$ cat src/rtl/rfsh_pkg.sv
package rfsh_pkg;
  typedef struct packed {
    logic cntRun;
    logic cntWrap;
    logic toSet;
    logic push;
    logic pop;
    logic ovfSet;
  } rfshStrobes_t;
endpackage

$ cat src/rtl/rfsh_datapath.sv
module rfsh_datapath
  import rfsh_pkg::*;
#(
  parameter int CNT_W       = 16,
  parameter int QUEUE_DEPTH = 8
) (
  input  logic                               clk,
  input  logic                               rstN,
  input  rfshStrobes_t                       strobes,
  input  logic [CNT_W-1:0]                   cmpValue,
  input  logic                               clrTimeout,
  input  logic                               clrOverflow,
  output logic [CNT_W-1:0]                   count,
  output logic [$clog2(QUEUE_DEPTH+1)-1:0]   pending,
  output logic                               timeout,
  output logic                               overflow,
  output logic                               cntMatch,
  output logic                               pendFull,
  output logic                               pendZero
);
  localparam int PEND_W = $clog2(QUEUE_DEPTH + 1);
  localparam logic [PEND_W-1:0] PEND_MAX = PEND_W'(QUEUE_DEPTH);

  assign cntMatch = (count == cmpValue);
  assign pendFull = (pending == PEND_MAX);
  assign pendZero = (pending == '0);

  always_ff @(posedge clk or negedge rstN) begin
    if (!rstN) begin
      count <= '0;
    end else if (!strobes.cntRun || strobes.cntWrap) begin
      count <= '0;
    end else begin
      count <= count + 1'b1;
    end
  end

  always_ff @(posedge clk or negedge rstN) begin
    if (!rstN) begin
      pending <= '0;
    end else begin
      unique case ({strobes.push, strobes.pop})
        2'b10:   pending <= pending + 1'b1;
        2'b01:   pending <= pending - 1'b1;
        default: pending <= pending;
      endcase
    end
  end

  always_ff @(posedge clk or negedge rstN) begin
    if (!rstN) begin
      timeout  <= 1'b0;
      overflow <= 1'b0;
    end else begin
      if (strobes.toSet)    timeout <= 1'b1;
      else if (clrTimeout)  timeout <= 1'b0;
      if (strobes.ovfSet)   overflow <= 1'b1;
      else if (clrOverflow) overflow <= 1'b0;
    end
  end

  AST_PEND_BOUND: assert property (@(posedge clk) disable iff (!rstN)
    pending <= PEND_MAX);
  AST_CNT_IDLE: assert property (@(posedge clk) disable iff (!rstN)
    !strobes.cntRun |=> count == '0);
  AST_TO_STICKY: assert property (@(posedge clk) disable iff (!rstN)
    timeout && !clrTimeout |=> timeout);
  AST_OVF_FROM_FULL: assert property (@(posedge clk) disable iff (!rstN)
    !overflow ##1 overflow |-> $past(pending) == PEND_MAX);
endmodule

$ cat src/rtl/rfsh_ctrl.sv
module rfsh_ctrl
  import rfsh_pkg::*;
(
  input  logic         clk,
  input  logic         rstN,
  input  logic         timerEn,
  input  logic         refreshEn,
  input  logic         cntMatch,
  input  logic         pendFull,
  input  logic         pendZero,
  input  logic         busIdle,
  input  logic         refreshAck,
  output rfshStrobes_t strobes,
  output logic         refreshReq
);
  logic expire;
  logic ackTaken;

  assign expire   = timerEn && cntMatch;
  assign ackTaken = refreshReq && refreshAck;

  always_comb begin
    strobes         = '0;
    strobes.cntRun  = timerEn;
    strobes.cntWrap = expire;
    strobes.toSet   = expire;
    strobes.pop     = ackTaken;
    strobes.push    = expire && refreshEn && (!pendFull || ackTaken);
    strobes.ovfSet  = expire && refreshEn && pendFull && !ackTaken;
  end

  always_ff @(posedge clk or negedge rstN) begin
    if (!rstN) begin
      refreshReq <= 1'b0;
    end else if (refreshReq) begin
      if (refreshAck) refreshReq <= 1'b0;
    end else begin
      refreshReq <= !pendZero && busIdle;
    end
  end

  AST_REQ_HOLD: assert property (@(posedge clk) disable iff (!rstN)
    refreshReq && !refreshAck |=> refreshReq);
  AST_REQ_DROP: assert property (@(posedge clk) disable iff (!rstN)
    refreshReq && refreshAck |=> !refreshReq);
  AST_REQ_OWED: assert property (@(posedge clk) disable iff (!rstN)
    refreshReq |-> !pendZero);
  AST_REQ_IDLE: assert property (@(posedge clk) disable iff (!rstN)
    !refreshReq && !busIdle |=> !refreshReq);
endmodule

$ cat src/rtl/rfsh_interval_timer.sv
module rfsh_interval_timer
  import rfsh_pkg::*;
#(
  parameter int CNT_W       = 16,
  parameter int QUEUE_DEPTH = 8,
  parameter int NUM_CS      = 2
) (
  input  logic                              clk,
  input  logic                              rstN,
  input  logic                              timerEn,
  input  logic                              refreshEn,
  input  logic [CNT_W-1:0]                  cmpValue,
  input  logic                              clrTimeout,
  input  logic                              clrOverflow,
  input  logic                              busIdle,
  input  logic                              refreshAck,
  output logic [CNT_W-1:0]                  curCount,
  output logic                              timeoutIrq,
  output logic                              queueOverflow,
  output logic [$clog2(QUEUE_DEPTH+1)-1:0]  pendingCnt,
  output logic                              refreshReq,
  output logic [NUM_CS-1:0]                 refreshCs
);
  rfshStrobes_t strobes;
  logic cntMatch, pendFull, pendZero;

  rfsh_ctrl u_ctrl (
    .clk        (clk),
    .rstN       (rstN),
    .timerEn    (timerEn),
    .refreshEn  (refreshEn),
    .cntMatch   (cntMatch),
    .pendFull   (pendFull),
    .pendZero   (pendZero),
    .busIdle    (busIdle),
    .refreshAck (refreshAck),
    .strobes    (strobes),
    .refreshReq (refreshReq)
  );

  rfsh_datapath #(
    .CNT_W       (CNT_W),
    .QUEUE_DEPTH (QUEUE_DEPTH)
  ) u_dp (
    .clk         (clk),
    .rstN        (rstN),
    .strobes     (strobes),
    .cmpValue    (cmpValue),
    .clrTimeout  (clrTimeout),
    .clrOverflow (clrOverflow),
    .count       (curCount),
    .pending     (pendingCnt),
    .timeout     (timeoutIrq),
    .overflow    (queueOverflow),
    .cntMatch    (cntMatch),
    .pendFull    (pendFull),
    .pendZero    (pendZero)
  );

  for (genvar i = 0; i < NUM_CS; i++) begin : g_cs
    assign refreshCs[i] = refreshReq;
  end
endmodule

$ cat config.mk
export PLATFORM = sky130hd
export DESIGN_NAME = rfsh_interval_timer
export DESIGN_NICKNAME = d
export VERILOG_FILES = /design/src/rtl/rfsh_pkg.sv /design/src/rtl/rfsh_datapath.sv /design/src/rtl/rfsh_ctrl.sv /design/src/rtl/rfsh_interval_timer.sv
export SDC_FILE = /design/constraint.sdc
export NUM_CORES = 1
export LEC_CHECK = 0
export ABC_AREA = 0
export BUFFER_PORTS_ARGS = -buffer_cell sky130_fd_sc_hd__buf_4
export CORE_UTILIZATION = 35
export DETAILED_ROUTE_END_ITERATION = 8
export PLACE_DENSITY = 0.62
export SKIP_CTS_REPAIR_TIMING = 1
export SLEW_MARGIN = 20
export SYNTH_ARGS = -nofsm -noshare
export SYNTH_HDL_FRONTEND = slang
export SYNTH_SLANG_ARGS = --single-unit
$ cat constraint.sdc
create_clock -name clk -period 4.5 [get_ports clk]
set_clock_uncertainty 0.2 [all_clocks]
set_input_delay 0.9 -clock clk [delete_from_list [all_inputs] [get_ports clk]]
set_output_delay 0.9 -clock clk [all_outputs]
set_load 0.02 [all_outputs]
* Word level (Yosys, flattened, before mapping)
Cells that the tools add are included.
** Storage, ports and cells
- Flip-flop bits (word level) :: 23
- Input bits :: 24
- Logic and storage cells :: 37
** Operators by class
- $add $sub $neg :: 3
- Eq/ne operators :: 4
- Muxes and demuxes :: 8
- Reduce and logical (&&, ||, !) cells :: 17
** Operators with widths (number)
- $add A16 B1 Y16 const B :: 1
- $eq A16 B16 Y1 :: 1
- $mux W16 :: 1
- $pmux W4 S2 :: 1
- $logic_and A1 B1 Y1 :: 7
- $mux W1 :: 6
- $reduce_bool A2 Y1 :: 3
- $add A4 B1 Y4 const B :: 1
- $eq A4 B4 Y1 const B :: 1
- $logic_not A1 Y1 :: 4
- $logic_not A4 Y1 :: 1
- $sub A4 B1 Y4 const B :: 1
- $eq A2 B1 Y1 const B :: 1
- $eq A2 B2 Y1 const B :: 1
- $logic_or A1 B1 Y1 :: 2

* Longest topological paths before layout
Gate-level depths: netlist of the first run.
- Word-level depth :: 6
- Mapped depth :: 12
- Depth with buffers taken out :: 12

* Hierarchy
Synthesis of the first run repeated with hierarchy kept, for this count alone.
** Second synthesis, totals
- Cell total of the unflattened synthesis :: 144
- Area, all modules :: 1406.3 um^2
** By module, submodules not included
- rfsh_datapath :: times used 1, cells an instance 129, area an instance 1281.2 um^2, sequential area each 550.5 um^2
- rfsh_ctrl :: times used 1, cells an instance 13, area an instance 110.1 um^2, sequential area each 25.0 um^2
- rfsh_interval_timer :: times used 1, cells an instance 2, area an instance 15.0 um^2, sequential area each 0.0 um^2

* Least setup slack after synthesis of the first run
No wires, ideal clock.
- Path kind :: input to register
- From :: in cmpValue[8]
- To :: reg u_dp.pending[3]
- Setup time :: 0.079 ns
- Arrival time :: 3.204 ns
- Data required time :: 4.221 ns
- Slack :: 1.016 ns
- Stages on the path :: 12
- Buffers on the path :: 0
- Cells stage by stage :: xor2_1 nor4_1 nand4_2 nor2_4 or2_2 inv_1 ha_1 a21o_1 a21o_1 or2_2 mux2_2 mux2i_1
** Between the ends
- Cells in the longest elaborated chain, start to end :: 6
** Ends and longest elaborated chain
- from (decl) :: line rfsh_interval_timer.sv:12 : input logic [CNT_W-1:0] cmpValue,
- $eq A16 B16 Y1 * :: line rfsh_datapath.sv:24 : assign cntMatch = (count == cmpValue);
- $logic_and A1 B1 Y1 * :: line rfsh_ctrl.sv:19 : assign expire = timerEn && cntMatch;
- $logic_and A1 B1 Y1 * (2 in a row) :: line rfsh_ctrl.sv:28 : strobes.push = expire && refreshEn && (!pendFull || ackTaken);
- $eq A2 B1 Y1 / $eq A2 B2 Y1 (equally long branches) :: line rfsh_datapath.sv:42 : unique case ({strobes.push, strobes.pop})
- $pmux W4 S2 / $reduce_bool A2 Y1 (equally long branches)
- to (signal assigned) :: line rfsh_datapath.sv:43 : 2'b10: pending <= pending + 1'b1;
- to (signal assigned) :: line rfsh_datapath.sv:44 : 2'b01: pending <= pending - 1'b1;
- to (signal assigned) :: line rfsh_datapath.sv:45 : default: pending <= pending;
- to (decl) :: line rfsh_datapath.sv:14 : output logic [$clog2(QUEUE_DEPTH+1)-1:0] pending,
Mark *: on every way between the ends. The rest lies on a longest branch, timed or not.
A chain may end at the register's enable or synchronous reset.

* Final worst setup path of the first run
- From :: in cmpValue[4]
- To :: reg u_dp.pending[3]
Same word-level chain as after synthesis.

==> impl_results.md, run 1 <==
* Number of distinct library cells after synthesis at 27
* ANT nets after route at 0
* Net count after synthesis at 168
* Clk pin slew, worst setup/hold paths at 0.08 ns
* Final net count at 218
* NetSw at 211.5 uW
* Switching part of the total at 34.90%
* Total of max-cap violations at 0
* RSZ-0062 raised after global routing: no
* Layout area overhead at 32.45%
* Worst-Margin Slew at 0.5047 ns
* Post-synth EDFFs at 0
* Root Buffer: clkbuf_8
* Synthesized cell area at 0.001373 sq mm
* Syn_area_per_cell at 9.804 sq um
* Die Height at 64.62 um
* Fin util at 48.92%
* Placed cell area at 0.001773 sq mm
* Sequential element share of the synthesized area at 41.93%
* Synthesized flop and latch total at 23
* Combinational power share at 36.4%
* Via Count at 1,169
* Ys flop type: dfrtp_1
* Largest net degree at the start of global routing at 24
* Number of global-route vias before repair at 1,174
* Cells after Synth at 140
* Startpoint Class: primary input
* Yosys warns at 0
* Initial antenna violation count at 0
* Critical path type: primary input to flip-flop
* Die Area at 0.004176 sq mm
* Worst-case clock buffer depth at 2
* Routed Wire Length at 3275 um
* Critical path arrival at 3.55 ns
* Placement Rows at 22
* Iteration-0 DRC Markers at 50
* Max-slew headroom at 66.27%
* CP Capture Type: flip-flop
* Gr ovfl total at 0
* Final Cycle Share at 79.30%
* R2r setup slk at 1.15 ns
* Max VDD drop at 0.3416 mV
* Buffers on Ports at 48
* H-tree depth at 1
* CP required at 4.48 ns
* Clock power frac at 21.5%
* Post-layout minimum cycle time at 3.569 ns
* PwrDens at 333.4 mW/mm^2
* Layout cells sized above 1 at 32.80%
* Skew-Pair Late Insertion Delay at 0.26 ns
* Total Routing Usage GR at 16.85%
* R2R Path Start: u_dp.count[0]
* First-pass GRT wire length at 5478 um
* Final Cell Area at 0.001818 sq mm
* Initial Util at 36.94%
* Hpwl dp at 2516 um
* Reg2reg end: u_dp.pending[3]
* Status: complete, no violations
* DR vias/cell at 4.932
* CTS tree: done
* Pint at 394.5 uW
* Final Hold Vio Count at 0
* Drt first pass iters at 4
* Num ports at 49
* CTS sink cnt at 23
* Classification of the worst-slack hold path: primary input to asynchronous set/reset pin
* CTS buffer count at 3
* R2R depth at 12
* Slew Viols, Final at 0
* Fmax at 280.2 MHz
* Drc violations at 0
* Setup-failing EPs final at 0
* Async set-reset flop share out of synthesis at 100.0%
* RePlAce Congestion at 0.7631
* Sequential share of power at 42.1%
* CORE AREA at 0.003716 sq mm
* CP Max Fanout at 6
* WL per Instance at 13.82 um
* Setup TNS at 0 ns
* Lkg Pwr at 0.0009045 uW
* Chip width at 64.62 um
* # diodes at 0
registers in the layout, indices dropped and copies added, names as in the netlist:
name / count
u_dp.count: 16
u_ctrl.refreshReq: 1
u_dp.overflow: 1
u_dp.pending: 4
u_dp.timeout: 1
logic make-up (layout without fill, tap and decap cells):
logic type,count (synthesis),in the layout,synth area share [%]
and+or+nand+nor,53,53,21.33
xor gates and xnor gates,28,28,17.87
DFF,23,23,41.93
AOI/OAI and AO/OA,15,15,6.198
buffers and inverters,11,60,3.646
muxes,6,6,4.831
adders and majority gates,4,4,4.194
cell type report:
cell class                      instances  area [sq um]
Clock buffer                            4         45.04
Fill cell                             365          1898
Inverter                                8         30.03
Multi-Input combinational cell        106         747.0
Sequential cell                        23         575.6
Tap cell                               48         60.06
Timing Repair Buffer                   48         360.3
per-stage QoR:
| stage | std cells | setup slack [ns] | hold WS [ns] | power (uW) |
|---|---|---|---|---|
| floorplan | 140 | 1.016 | 0.4044 | 396.6 |
| global placement | 233 | 0.7335 | 0.3216 | 472.2 |
| detailed placement | 233 | 0.6644 | 0.3451 | 479.6 |
| CTS | 237 | 0.9395 | 0.3244 | 608.1 |
| global route | 237 | 0.8459 | 0.3337 | 638.5 |
| finish | 237 | 0.9314 | 0.3103 | 606.1 |
critical path, cell delays in order:
cell	delay, ns
buf_4	0.11
xor2_1	0.16
nor4_1	0.33
nand4_2	0.24
nor2_4	0.26
or2_2	0.17
inv_1	0.06
ha_1	0.28
a21o_1	0.18
a21o_1	0.19
or2_2	0.29
mux2_2	0.26
mux2i_1	0.14
cell usage after synthesis, types with 2 or more instances:
cell type	instances	area share, %
or2_2	2	0.91
ha_1	3	2.7
nand4_1	2	0.91
a21o_1	2	1.1
xnor2_1	6	3.8
buf_4	2	1.1
and3_1	3	1.4
o22ai_1	4	1.8
nor2_1	14	3.8
nand2_1	9	2.5
or3_1	4	1.8
mux2i_1	4	2.9
and3_2	2	1.1
inv_1	8	2.2
nor4_2	3	2.7
nand3_1	11	4.0
dfrtp_1	23	42
a21oi_1	4	1.5
xor2_1	22	14
o21ai_0	5	1.8
power by group through the flow:
stage | registers [uW] | clock network [uW] | logic, uW
2_1_floorplan | 280 | 0 | 117
3_3_place_gp | 258 | 0 | 215
3_5_place_dp | 258 | 0 | 222
4_1_cts | 255 | 131 | 222
5_1_grt | 259 | 139 | 241
6_report | 255 | 130 | 221
worst max path at each step:
stage,startpoint,endpoint,slack (ns),depth (start not counted)
finish,cmpValue[4],u_dp.pending[3],0.93,13
global route,cmpValue[8],u_dp.pending[3],0.85,13
CTS,cmpValue[5],u_dp.pending[3],0.94,13
detailed placement,cmpValue[5],u_dp.pending[3],0.66,13
global placement,cmpValue[8],u_dp.pending[3],0.73,13
floorplan,cmpValue[8],u_dp.pending[3],1.02,12
per-layer routing:
layer | track usage, % | share of wire (%) | up-vias
met1 | 22.27 | 47 | 547
li1 | - | - | 570
met3 | 2.289 | 5.8 | 2
met5 | 0 | 0 | -
met2 | 29.34 | 47 | 50
met4 | 3.333 | 0.43 | 0
layout by cell type (no fill, tap or decap), drive strengths merged:
cell type	n
or2	2
a21o	2
nand3	11
fa	1
ha	3
inv	8
o22ai	4
buf	48
nor4	4
nand2	9
dfrtp	23
nand4	3
xor2	22
clkbuf	4
mux2	2
nor2	15
mux2i	4
xnor2	6
a21oi	4
o21ai	5
and3	5
or3	4
Power figures use the tool's default switching activity.
==> run 2: changes to the inputs <==
==> constraint.sdc (replaced) <==
create_clock -name clk -period 3.5 [get_ports clk]
set_clock_uncertainty 0.2 [all_clocks]
set_input_delay 0.7 -clock clk [delete_from_list [all_inputs] [get_ports clk]]
set_output_delay 0.7 -clock clk [all_outputs]
set_load 0.02 [all_outputs]
==> run 2 against run 1 <==
Net effect: via count up 0.43%; final area up 1.7%; critical endpoint unchanged; largest power group unchanged; die area did not move; cell count rose by 1.7%; largest cell class unchanged; critical path type unchanged; combinational power grew 29%.
==> impl_results.md, run 2 (synthesized netlist as in run 1, its figures left out) <==
* Status: complete, no violations
* Met3 wire len at 172 um
* CORE AREA at 0.003716 sq mm
* Total power draw at 771.1 uW
* RSZ-0062 raised after global routing: no
* Classification of the worst-slack hold path: primary input to asynchronous set/reset pin
* Critical path arrival at 3.15 ns
* Gr ovfl total at 0
* Total of max-cap violations at 0
* R2r setup slk at 0.40 ns
* Via Count at 1,174
* ANT nets after route at 0
* CP Max Fanout at 3
* Routed met2 length at 1504 um
* CP Capture Type: flip-flop
* CP required at 3.48 ns
* Worst-case clock buffer depth at 2
* Lkg Pwr at 0.0009243 uW
* Max reg flops at 16
* Initial antenna violation count at 0
* Largest net degree at the start of global routing at 24
* R2R depth at 12
* Top sig layer: met4
* Final Cycle Share at 90.58%
* Post-layout minimum cycle time at 3.170 ns
* Final Hold Vio Count at 0
* Root Buffer: clkbuf_8
* Die Height at 64.62 um
* Chip width at 64.62 um
* Fill count at 372
* Top reg by flops: u_dp.count
* Commonest non-fill, non-tap cell in the layout: buf_4
* Worst-Margin Slew at 0.5610 ns
* WL per Instance at 13.00 um
* Largest regs: u_dp.count (16), u_dp.pending (4)
* Fin util at 49.73%
* CTS tree: done
* CP peak stage delay at 0.37 ns
* Hpwl dp at 2440 um
* Setup-failing EPs final at 0
* Drt first pass iters at 4
* Iteration-0 DRC Markers at 45
* Layout Cells excl Fill at 241
* Skew-Pair Late Insertion Delay at 0.25 ns
* Critical path type: primary input to flip-flop
* Layout cells sized above 1 at 34.20%
* Fmax at 315.4 MHz
* PwrDens at 417.3 mW/mm^2
* WL met1 at 1439 um
* Setup TNS at 0 ns
* Max VDD drop at 0.3786 mV
* Max-slew headroom at 62.51%
* Layout area overhead at 34.64%
* CTS sink cnt at 23
* Startpoint Class: primary input
* Drc violations at 0
* Total Routing Usage GR at 16.27%
* Initial Util at 36.94%
* CTS buffer count at 3
* RePlAce Congestion at 0.7886
* Cells along the critical path: buf_4 > xor2_1 > nor4_1 > nand4_2 > nor2_4 > or2_2 > inv_1 > ha_1 > a21o_1 > a21o_1 > or2_2 > mux2_2 > mux2i_1
* Number of global-route vias before repair at 1,201
* Most frequent cells in the layout: buf_4, dfrtp_1, xor2_1
* Critical-path top delay cell: nor4_1
* Buffers on Ports at 48
* Die Area at 0.004176 sq mm
* Placed cell count at 237
* Routed Wire Length at 3132 um
* H-tree depth at 1
* Slew Viols, Final at 0
* # diodes at 0
* Placement Rows at 22
* DR vias/cell at 4.871
* First-pass GRT wire length at 5354 um
* Num ports at 49
* Clk pin slew, worst setup/hold paths at 0.08 ns
* Final net count at 222
-- run 2: cell count changes in the layout (fill, tap and decap cells not counted) --
cell | before | now
buf_4 | 48 | 52
-- run 2: per-layer routing --
layer	vias to the layer above	track usage [%]
met5	-	0
met4	0	4.167
met3	2	1.761
met2	41	28.42
met1	552	21.31
li1	579	-
-- run 2: per-stage QoR --
stage / setup slack (ns) / area [sq um] / hold slack (ns)
after global routing: 0.1497 / 1848 / 0.1434
final: 0.3298 / 1848 / 0.1236
after floorplan: 0.2162 / 1373 / 0.2044
after detailed placement: 0.08534 / 1803 / 0.3257
after global placement: 0.08228 / 1803 / 0.3283
after CTS: 0.3235 / 1848 / 0.1341
-- run 2: worst paths after layout --
check / from / endpoint
setup / recovery: cmpValue[8] / u_dp.pending[3]
hold / removal: rstN / u_dp.count[13]
setup reg to reg: u_dp.count[8] / u_dp.pending[3]
hold reg to reg: u_dp.timeout / u_dp.timeout
max in group asynchronous: rstN / u_ctrl.refreshReq
min in group clk: u_dp.timeout / u_dp.timeout
-- run 2: area by class of cell --
type / instances / area (sq um) / area share (%)
multi-input cells: 106 / 747.0 / 40.42
flip-flops and latches: 23 / 575.6 / 31.14
clock buffers: 4 / 45.04 / 2.437
well taps: 48 / 60.06 / 3.250
inverters: 8 / 30.03 / 1.625
repair buffers: 52 / 390.4 / 21.12
-- run 2: worst max-delay path: cells and delay by family --
kind | cells | cell delay [ns]
fa+ha+maj | 1 | 0.26
xor+xnor | 1 | 0.15
mux | 2 | 0.38
buf+inv | 2 | 0.17
compound gates | 2 | 0.37
simple gates | 5 | 1.11
-- run 2: power breakdown --
group          internal (uW)  switching (uW)
combinational            134             152
clock                   80.9            78.4
sequential               294            31.8
